**src/rtl/sc_pkg.sv**
```systemverilog
package sc_pkg;

  typedef enum logic [1:0] {
    MODE_CONT  = 2'b00,
    MODE_PULSE = 2'b01,
    MODE_GATED = 2'b10
  } modeT;

  typedef enum logic [1:0] {
    ST_IDLE  = 2'b00,
    ST_SAMP  = 2'b01,
    ST_GSAMP = 2'b10,
    ST_CONV  = 2'b11
  } stateT;

  // Strobes from control to datapath
  typedef struct packed {
    logic loadSample;
    logic loadConv;
    logic countDown;
    logic capture;
    logic flagOverrun;
  } strobeT;

  localparam int CONV_LEN_W = 5;

  // Conversion length in cycles for a resolution code
  function automatic logic [CONV_LEN_W-1:0] convLen(input logic [1:0] resCode);
    case (resCode)
      2'b00:   convLen = 5'd13;
      2'b01:   convLen = 5'd11;
      default: convLen = 5'd9;
    endcase
  endfunction

endpackage

```
**src/rtl/sc_datapath.sv**
```systemverilog
module sc_datapath
  import sc_pkg::*;
#(
  parameter int DATA_W      = 12,
  parameter int WIN_W       = 11,
  parameter int WIN_MIN     = 4,
  parameter int WIN_MAX     = 1024,
  parameter int SYNC_STAGES = 2
) (
  input  logic              clk,
  input  logic              rstN,
  input  strobeT            strb,
  input  logic [1:0]        res,
  input  logic [WIN_W-1:0]  sampleCycles,
  input  logic              gateIn,
  input  logic [DATA_W-1:0] convData,
  output logic              cntZero,
  output logic              gateRise,
  output logic              gateFall,
  output logic [DATA_W-1:0] result,
  output logic              resultValid,
  output logic              overrun
);

  localparam logic [WIN_W-1:0] WIN_LO = WIN_W'(WIN_MIN);
  localparam logic [WIN_W-1:0] WIN_HI = WIN_W'(WIN_MAX);

  logic [SYNC_STAGES-1:0] syncQ;
  logic                   gatePrev;
  logic                   gateLvl;
  logic [WIN_W-1:0]       cnt;
  logic [WIN_W-1:0]       winLen;
  logic [WIN_W-1:0]       convM1;

  // Gate synchronizer into the conversion-clock domain
  always_ff @(posedge clk) begin
    if (!rstN) begin
      syncQ    <= '0;
      gatePrev <= 1'b0;
    end else begin
      syncQ    <= {syncQ[SYNC_STAGES-2:0], gateIn};
      gatePrev <= gateLvl;
    end
  end

  assign gateLvl  = syncQ[SYNC_STAGES-1];
  assign gateRise = gateLvl & ~gatePrev;
  assign gateFall = ~gateLvl & gatePrev;

  // Sample window length, limited to the legal range
  always_comb begin
    if (sampleCycles < WIN_LO)      winLen = WIN_LO;
    else if (sampleCycles > WIN_HI) winLen = WIN_HI;
    else                            winLen = sampleCycles;
  end

  assign convM1 = WIN_W'(convLen(res) - 5'd1);

  // Shared down-counter for sample window and conversion
  always_ff @(posedge clk) begin
    if (!rstN)                cnt <= '0;
    else if (strb.loadSample) cnt <= winLen - WIN_W'(1);
    else if (strb.loadConv)   cnt <= convM1;
    else if (strb.countDown)  cnt <= cnt - WIN_W'(1);
  end

  assign cntZero = (cnt == '0);

  // Result register, valid strobe and sticky overrun flag
  always_ff @(posedge clk) begin
    if (!rstN) begin
      result      <= '0;
      resultValid <= 1'b0;
      overrun     <= 1'b0;
    end else begin
      resultValid <= strb.capture;
      if (strb.capture)     result  <= convData;
      if (strb.flagOverrun) overrun <= 1'b1;
    end
  end

endmodule

```
**src/rtl/sc_control.sv**
```systemverilog
module sc_control
  import sc_pkg::*;
(
  input  logic       clk,
  input  logic       rstN,
  input  logic       enable,
  input  logic [1:0] mode,
  input  logic       trigPulse,
  input  logic       cntZero,
  input  logic       gateRise,
  input  logic       gateFall,
  output strobeT     strb,
  output logic       sampleEn,
  output logic       convBusy
);

  stateT state, stateNext;
  modeT  modeSel;

  assign modeSel = modeT'(mode);

  always_ff @(posedge clk) begin
    if (!rstN) state <= ST_IDLE;
    else       state <= stateNext;
  end

  always_comb begin
    stateNext = state;
    strb      = '0;
    case (state)
      ST_IDLE: begin
        if (enable) begin
          if (modeSel == MODE_CONT || (modeSel == MODE_PULSE && trigPulse)) begin
            strb.loadSample = 1'b1;
            stateNext       = ST_SAMP;
          end else if (modeSel == MODE_GATED && gateRise) begin
            stateNext = ST_GSAMP;
          end
        end
      end
      ST_SAMP: begin
        if (cntZero) begin
          strb.loadConv = 1'b1;
          stateNext     = ST_CONV;
        end else begin
          strb.countDown = 1'b1;
        end
      end
      ST_GSAMP: begin
        if (gateFall) begin
          strb.loadConv = 1'b1;
          stateNext     = ST_CONV;
        end
      end
      ST_CONV: begin
        if (modeSel == MODE_GATED && gateRise) strb.flagOverrun = 1'b1;
        if (cntZero) begin
          strb.capture = 1'b1;
          if (enable && modeSel == MODE_CONT) begin
            strb.loadSample = 1'b1;
            stateNext       = ST_SAMP;
          end else begin
            stateNext = ST_IDLE;
          end
        end else begin
          strb.countDown = 1'b1;
        end
      end
      default: stateNext = ST_IDLE;
    endcase
  end

  assign sampleEn = (state == ST_SAMP) || (state == ST_GSAMP);
  assign convBusy = (state == ST_CONV);

endmodule

```
**src/rtl/sc_sequencer.sv**
```systemverilog
module sc_sequencer
  import sc_pkg::*;
#(
  parameter int DATA_W      = 12,
  parameter int WIN_W       = 11,
  parameter int WIN_MIN     = 4,
  parameter int WIN_MAX     = 1024,
  parameter int SYNC_STAGES = 2
) (
  input  logic              clk,
  input  logic              rstN,
  input  logic              enable,
  input  logic [1:0]        mode,
  input  logic [1:0]        res,
  input  logic [WIN_W-1:0]  sampleCycles,
  input  logic              trigPulse,
  input  logic              gateIn,
  input  logic [DATA_W-1:0] convData,
  output logic              sampleEn,
  output logic              convBusy,
  output logic              resultValid,
  output logic [DATA_W-1:0] result,
  output logic              overrun
);

  strobeT strb;
  logic   cntZero;
  logic   gateRise;
  logic   gateFall;

  sc_control u_ctrl (
    .clk       (clk),
    .rstN      (rstN),
    .enable    (enable),
    .mode      (mode),
    .trigPulse (trigPulse),
    .cntZero   (cntZero),
    .gateRise  (gateRise),
    .gateFall  (gateFall),
    .strb      (strb),
    .sampleEn  (sampleEn),
    .convBusy  (convBusy)
  );

  sc_datapath #(
    .DATA_W      (DATA_W),
    .WIN_W       (WIN_W),
    .WIN_MIN     (WIN_MIN),
    .WIN_MAX     (WIN_MAX),
    .SYNC_STAGES (SYNC_STAGES)
  ) u_dp (
    .clk          (clk),
    .rstN         (rstN),
    .strb         (strb),
    .res          (res),
    .sampleCycles (sampleCycles),
    .gateIn       (gateIn),
    .convData     (convData),
    .cntZero      (cntZero),
    .gateRise     (gateRise),
    .gateFall     (gateFall),
    .result       (result),
    .resultValid  (resultValid),
    .overrun      (overrun)
  );

endmodule

```
**config.mk**
```make
export PLATFORM = sky130hd
export DESIGN_NAME = sc_sequencer
export DESIGN_NICKNAME = d
export VERILOG_FILES = /design/src/rtl/sc_pkg.sv /design/src/rtl/sc_datapath.sv /design/src/rtl/sc_control.sv /design/src/rtl/sc_sequencer.sv
export SDC_FILE = /design/constraint.sdc
export NUM_CORES = 1
export LEC_CHECK = 0
export BUFFER_PORTS_ARGS = -buffer_cell sky130_fd_sc_hd__buf_2
export CAP_MARGIN = 20
export CORE_ASPECT_RATIO = 0.7
export CORE_MARGIN = 5
export CORE_UTILIZATION = 25
export DETAILED_ROUTE_END_ITERATION = 10
export SLEW_MARGIN = 10
export SYNTH_ARGS = -nofsm -noshare
export SYNTH_HDL_FRONTEND = slang
export SYNTH_SLANG_ARGS = --single-unit
```
**constraint.sdc**
```tcl
create_clock -name clk -period 2.9 [get_ports clk]
set_input_delay 0.29 -clock clk [delete_from_list [all_inputs] [get_ports clk]]
set_output_delay 0.29 -clock clk [all_outputs]
set_load 0.05 [all_outputs]
```
; Word level (Yosys, flattened, before mapping)
; Index checks and enable logic that the tools add are counted.
[op_classes]
n_addsub = 3
order_cmp = 2
eq_ne = 11
n_mux = 26
bitwise_logic = 4
reduce_logical = 12
[ops]
columns = operator, count
row1 = $mux W11, 5
row2 = $sub A11 B1 Y11 const B, 2
row3 = $mux W2, 7
row4 = $gt A11 B11 Y1 const B, 1
row5 = $logic_not A11 Y1, 1
row6 = $lt A11 B3 Y1 const B, 1
row7 = $mux W1, 10
row8 = $pmux W2 S4, 1
row9 = $eq A2 B1 Y1 const B, 3
row10 = $eq A2 B2 Y1 const B, 3
row11 = $logic_not A2 Y1, 3
row12 = $ne A2 B2 Y1 const B, 3
row13 = $pmux W3 S2, 1
row14 = $reduce_and A5 Y1, 1
row15 = $sub A4 B1 Y5 const B, 1
row16 = $pmux W1 S2, 2
row17 = $logic_and A1 B1 Y1, 3
row18 = $ne A3 B1 Y1 const B, 1
row19 = $reduce_bool A3 Y1, 1
row20 = $and A1 B1 Y1, 2
row21 = $logic_or A1 B1 Y1, 2
row22 = $ne A2 B1 Y1 const B, 1
row23 = $not A1 Y1, 2
row24 = $reduce_or A2 Y1, 1
[totals]
register_bits = 30
elab_cells = 65

; Depth between registers and ports, before layout
[depth]
word_depth = 7
depth_mapped = 9
mapped_depth_nobuf = 9

; Hierarchy
; From an unflattened synthesis, not the netlist that was laid out.
[unflattened]
hier_cells = 186
area_unflattened_um2 = 1715.4
[modules_own_cells]
columns = mod, instances, cells_per_inst, area_each_um2, seq_area_each_um2
row1 = sc_datapath, 1, 151, 1431.4, 560.5
row2 = sc_control, 1, 35, 284.0, 40.0

; Least setup slack after synthesis
; No wires, ideal clock.
[synth_path]
path_type = register to register
start = register u_ctrl.state[0]
end = register u_dp.cnt[10]
setup_ns = 0.128
arrival_time_ns = 2.226
required_time_ns = 2.772
setup_slack_ns = 0.546
path_stages_with_launch = 9
synth_period_minus_slack_ns = 2.354
path_cell_list = dfxtp_1 ha_1 nor4bb_1 nand4_1 a21o_1 clkbuf_1 and2_1 a31oi_1 nor2_1
[synth_via]
elab_chain_cells = 4
elab_cells_between_ends = 11
cone_classes = eq/ne: 3 / mux: 5 / reduce/logical: 3
[synth_rtl]
columns = element, line_no
row1 = from (decl), sc_control.sv:17  ; stateT state, stateNext;
row2 = from (signal assigned), sc_control.sv:24  ; else state <= stateNext;
row3 = $eq A2 B2 Y1 *, --
row4 = via convBusy, sc_sequencer.sv:20  ; output logic convBusy,
row5 = $reduce_or A2 Y1 (no source line), --
row6 = $mux W1, --
row7 = $reduce_bool A3 Y1 (no source line), --
row8 = to (signal assigned), sc_datapath.sv:62  ; else if (strb.loadSample) cnt <= winLen - WIN_W'(1);
row9 = to (signal assigned), sc_datapath.sv:63  ; else if (strb.loadConv) cnt <= convM1;
row10 = to (signal assigned), sc_datapath.sv:64  ; else if (strb.countDown) cnt <= cnt - WIN_W'(1);
row11 = to (decl), sc_datapath.sv:31  ; logic [WIN_W-1:0] cnt;
; Mark *: on every way through the listed nets, which the timed path passes. The rest lies on a longest branch.
; A chain may end at the register's enable or synchronous reset.

; Worst setup path in the final report
[layout_path]
start = register u_ctrl.state[0]
end = register u_dp.cnt[9]
[layout_via]
elab_chain_cells = 4
elab_cells_between_ends = 11
cone_classes = eq/ne: 3 / mux: 5 / reduce/logical: 3
[layout_rtl]
columns = element, line_no
row1 = $eq A2 B2 Y1 or $eq A2 B1 Y1 (tied branches), sc_control.sv:30  ; case (state)
row2 = $pmux W1 S2 or $reduce_or A2 Y1 (tied branches), --
row3 = $mux W11 or $mux W1 (tied branches), --
row4 = $mux W11 or $reduce_bool A3 Y1 (tied branches), --
; Parallel ways exist; a longest one is shown, timed or not.

==> impl_metrics.csv <==
group,metric,value,unit
place,finalWeightedCongestion,0.879,
grt,gr-usage-met3,3.13,%
setup_path,worstPathRequired,3.10,ns
grt,grt-ovfl-total,0,
die,rows,26,
synthesis,netlist_area,1870,sq um
timing,hold_viol,0,
pwr,power.density,849,nW/um^2
run,max_cap_violations,0,
status,status,"complete, no violations",
die,die_y,82.3,microns
synthesis,synth_cell_types,51,
route,drt_iter0_drc,131,
synthesis,netlist_top_cells_area,"dfxtp_1 (32%), nand2_1 (7.8%), a21oi_1 (7.2%)",
layout,multi_input_area,1170,sq um
synthesis,synth_seq_cells,30,
setup_path,startpoint_type,"flop",
synthesis,synth-simple-area-share,29.3,%
setup_path,worstPathArrival,2.74,ns
min_path,hold_path_class,"in -> reg",
grt,grt_usage,10.8,%
die,start_util,25.6,%
layout,final_cell_count_no_fill,387,
timing,setup_viol,0,
synthesis,synth_most_common_cell,"nand2_1",
timing,layout_min_cycle_time,2.54,ns
synthesis,synth_flop_cell,"dfxtp_1",
layout,area_growth,22.4,%
layout,ff_latch_area,601,sq um
synthesis,synthAdderAreaFrac,4.69,%
timing,slew_headroom,50.8,%
pwr,leakagePower,0.937,nW
die,dieArea,9330,sq um
timing,tightestPinTransition,0.737,ns
synthesis,async_flop_share,0,%
timing,grt_setup_unrepaired,"false",
timing,clock_skew,0.00609,ns
route,wl_per_cell,12.9,microns
timing,maxSlewViolCount,0,
timing,max_freq,393,MHz
clock_tree,cts_buffers,5,
route,drc,0,
setup_path,path_class,"reg -> reg",
clock_tree,cts_resized,0,
clock_tree,cts.sink_count,30,
route,drt-pass1-iter-count,4,
synthesis,synthMuxAreaShare,2.14,%
die,core,7290,sq um
synthesis,synth_edf_count,0,
synthesis,synth_top_family_by_area,"simple AND/OR/NAND/NOR gates",
die,boundaryPins,48,
grt,busiest_layer,"met2",
grt,grt_pass1_vias,1753,
clock_tree,cts_setup_buffers,0,
route,postRouteWirelength,4.98,mm
route,num_vias,1873,
clock_tree,clkLatencyLatePin,0.28,ns
clock_tree,postCtsHoldBufs,0,
grt,antenna_found_initial,0,
synthesis,synth_xor_area_share,1.88,%
synthesis,syn_area_per_cell,7.69,sq um
pwr,ir_drop,0.313,mV
layout,nNetsFinal,327,
route,ant_nets,0,
place,dp.cells,379,
grt,gr-usage-met2,16.7,%
clock_tree,cts_root_buf,"clkbuf_8",
route,routed_via_density,4.84,
grt,grt_max_degree,24,
grt,grt_first_pass_wirelength,8.14,mm
layout,antenna_cells,0,
place,port_buffers,47,
timing,setup_tns,0,ns
setup_path,worstSetupEndpointType,"flop",
layout,n_fill_cell,817,
synthesis,ys_seq_area_share,32.2,%
synthesis,synth_compound_gate_area_share,24.4,%
synthesis,postSynthCellCount,243,
die,die_w,113,microns
clock_tree,cts_max_level,2,
setup_path,worstPathMaxFanout,6,
clock_tree,clk_pin_slew,0.07,ns
grt,met1_usage,14.8,%
timing,period_share,87.8,%
synthesis,synth_top_area_share,32.2,%
synthesis,yosys.area.top_type,"dfxtp_1",
clock_tree,cts_tree,"built",
layout,drive_gt1_share,22.8,%
synthesis,synth.top_cells.by_count,"nand2_1 (39), dfxtp_1 (30), a21oi_1 (27)",
synthesis,yosys_warnings,0,
clock_tree,cts_buffer_depth,2,
synthesis,synth_nets,282,
place,hpwl,3.84,mm
## through the flow
stage               total power [mW]  hold WS, ns  util (%)  setup WS [ns]  cell area [sq um]
global route                    2.10        0.229      31.4          0.239               2290
finish                          1.94        0.221      31.4          0.355               2290
floorplan                       1.39        0.412         -          0.546               1870
detailed placement              1.59        0.421      30.1          0.424               2190
CTS                             1.95        0.213      31.4          0.412               2290
global placement                1.59        0.419      30.1          0.465               2190
## path summary, 6_finish.rpt
path / from / to / slack (ns) / cells past startpoint
worst min register to register: u_dp.syncQ[0] / u_dp.syncQ[1] / 0.43 / 1
worst max-delay path: u_ctrl.state[0] / u_dp.cnt[9] / 0.36 / 7
worst max register to register: u_ctrl.state[0] / u_dp.cnt[9] / 0.36 / 7
worst min-delay path: gateIn / u_dp.syncQ[0] / 0.22 / 2
## routing by layer
metal	routed length (microns)	vias to the layer above
met4	38	0
met2	2190	30
li1	-	967
met3	212	5
met1	2540	871
met5	0	-
## state kept, by name, indices dropped and copies added (netlist names)
signal and cells:
u_dp.result 12, u_dp.gatePrev 1, u_ctrl.state 2, u_dp.overrun 1
u_dp.syncQ 2, u_dp.resultValid 1, u_dp.cnt 11
## worst max-delay path, cell delays in order, from the launching register on
cell       delay (ns)
dfxtp_1          0.38
ha_1             0.28
nor4bb_1         0.53
nand4_1          0.23
a21oi_1          0.43
o21ai_0          0.24
o2bb2ai_1        0.17
a211oi_1         0.19
## final cells by class
class	instances	area share, %
well taps	98	5.36
inverters	14	2.30
repair buffers	48	10.6
clock inverters	2	0.547
clock buffers	6	3.61
flip-flops and latches	30	26.3
multi-input cells	189	51.3
## power breakdown
group          total (mW)  leakage, nW  internal, mW  switching, mW
Combinational        1.01        0.647         0.423          0.588
Clock               0.357       0.0472         0.190          0.166
Sequential          0.573        0.244         0.483         0.0902
Total                1.94        0.937          1.10          0.844
## placed cells by master (no fill, tap or decap), types with 2 or more instances in the layout
| cell type | Yosys | final |
|---|---|---|
| buf_2 | 3 | 47 |
| nand2_1 | 39 | 39 |
| dfxtp_1 | 30 | 30 |
| a21oi_1 | 27 | 27 |
| nor2_1 | 24 | 24 |
| inv_1 | 14 | 14 |
| nor3_1 | 9 | 9 |
| o21ai_0 | 8 | 8 |
| ha_1 | 7 | 7 |
| a31oi_1 | 6 | 6 |
| clkbuf_8 | 0 | 6 |
| and2_1 | 5 | 5 |
| nor4_1 | 5 | 4 |
| nand4_1 | 4 | 4 |
| nand2b_1 | 4 | 4 |
| mux2i_1 | 4 | 4 |
| or3_1 | 3 | 3 |
| o221a_1 | 3 | 3 |
| xnor2_1 | 3 | 3 |
| or4_1 | 2 | 2 |
| nor4bb_1 | 2 | 2 |
| a211o_1 | 2 | 2 |
| or2_2 | 2 | 2 |
| a221oi_1 | 2 | 2 |
| o31ai_1 | 2 | 2 |
| nor3b_1 | 2 | 2 |
## cells by family after synthesis
family	after synthesis
XOR/XNOR	4
AND/OR/NAND/NOR	107
multiplexers	4
adder cells (fa/ha/maj)	7
buffers and inverters	24
flip-flops	30
AO/OA/AOI/OAI	67
No activity file was read; power rests on OpenSTA's default activity.
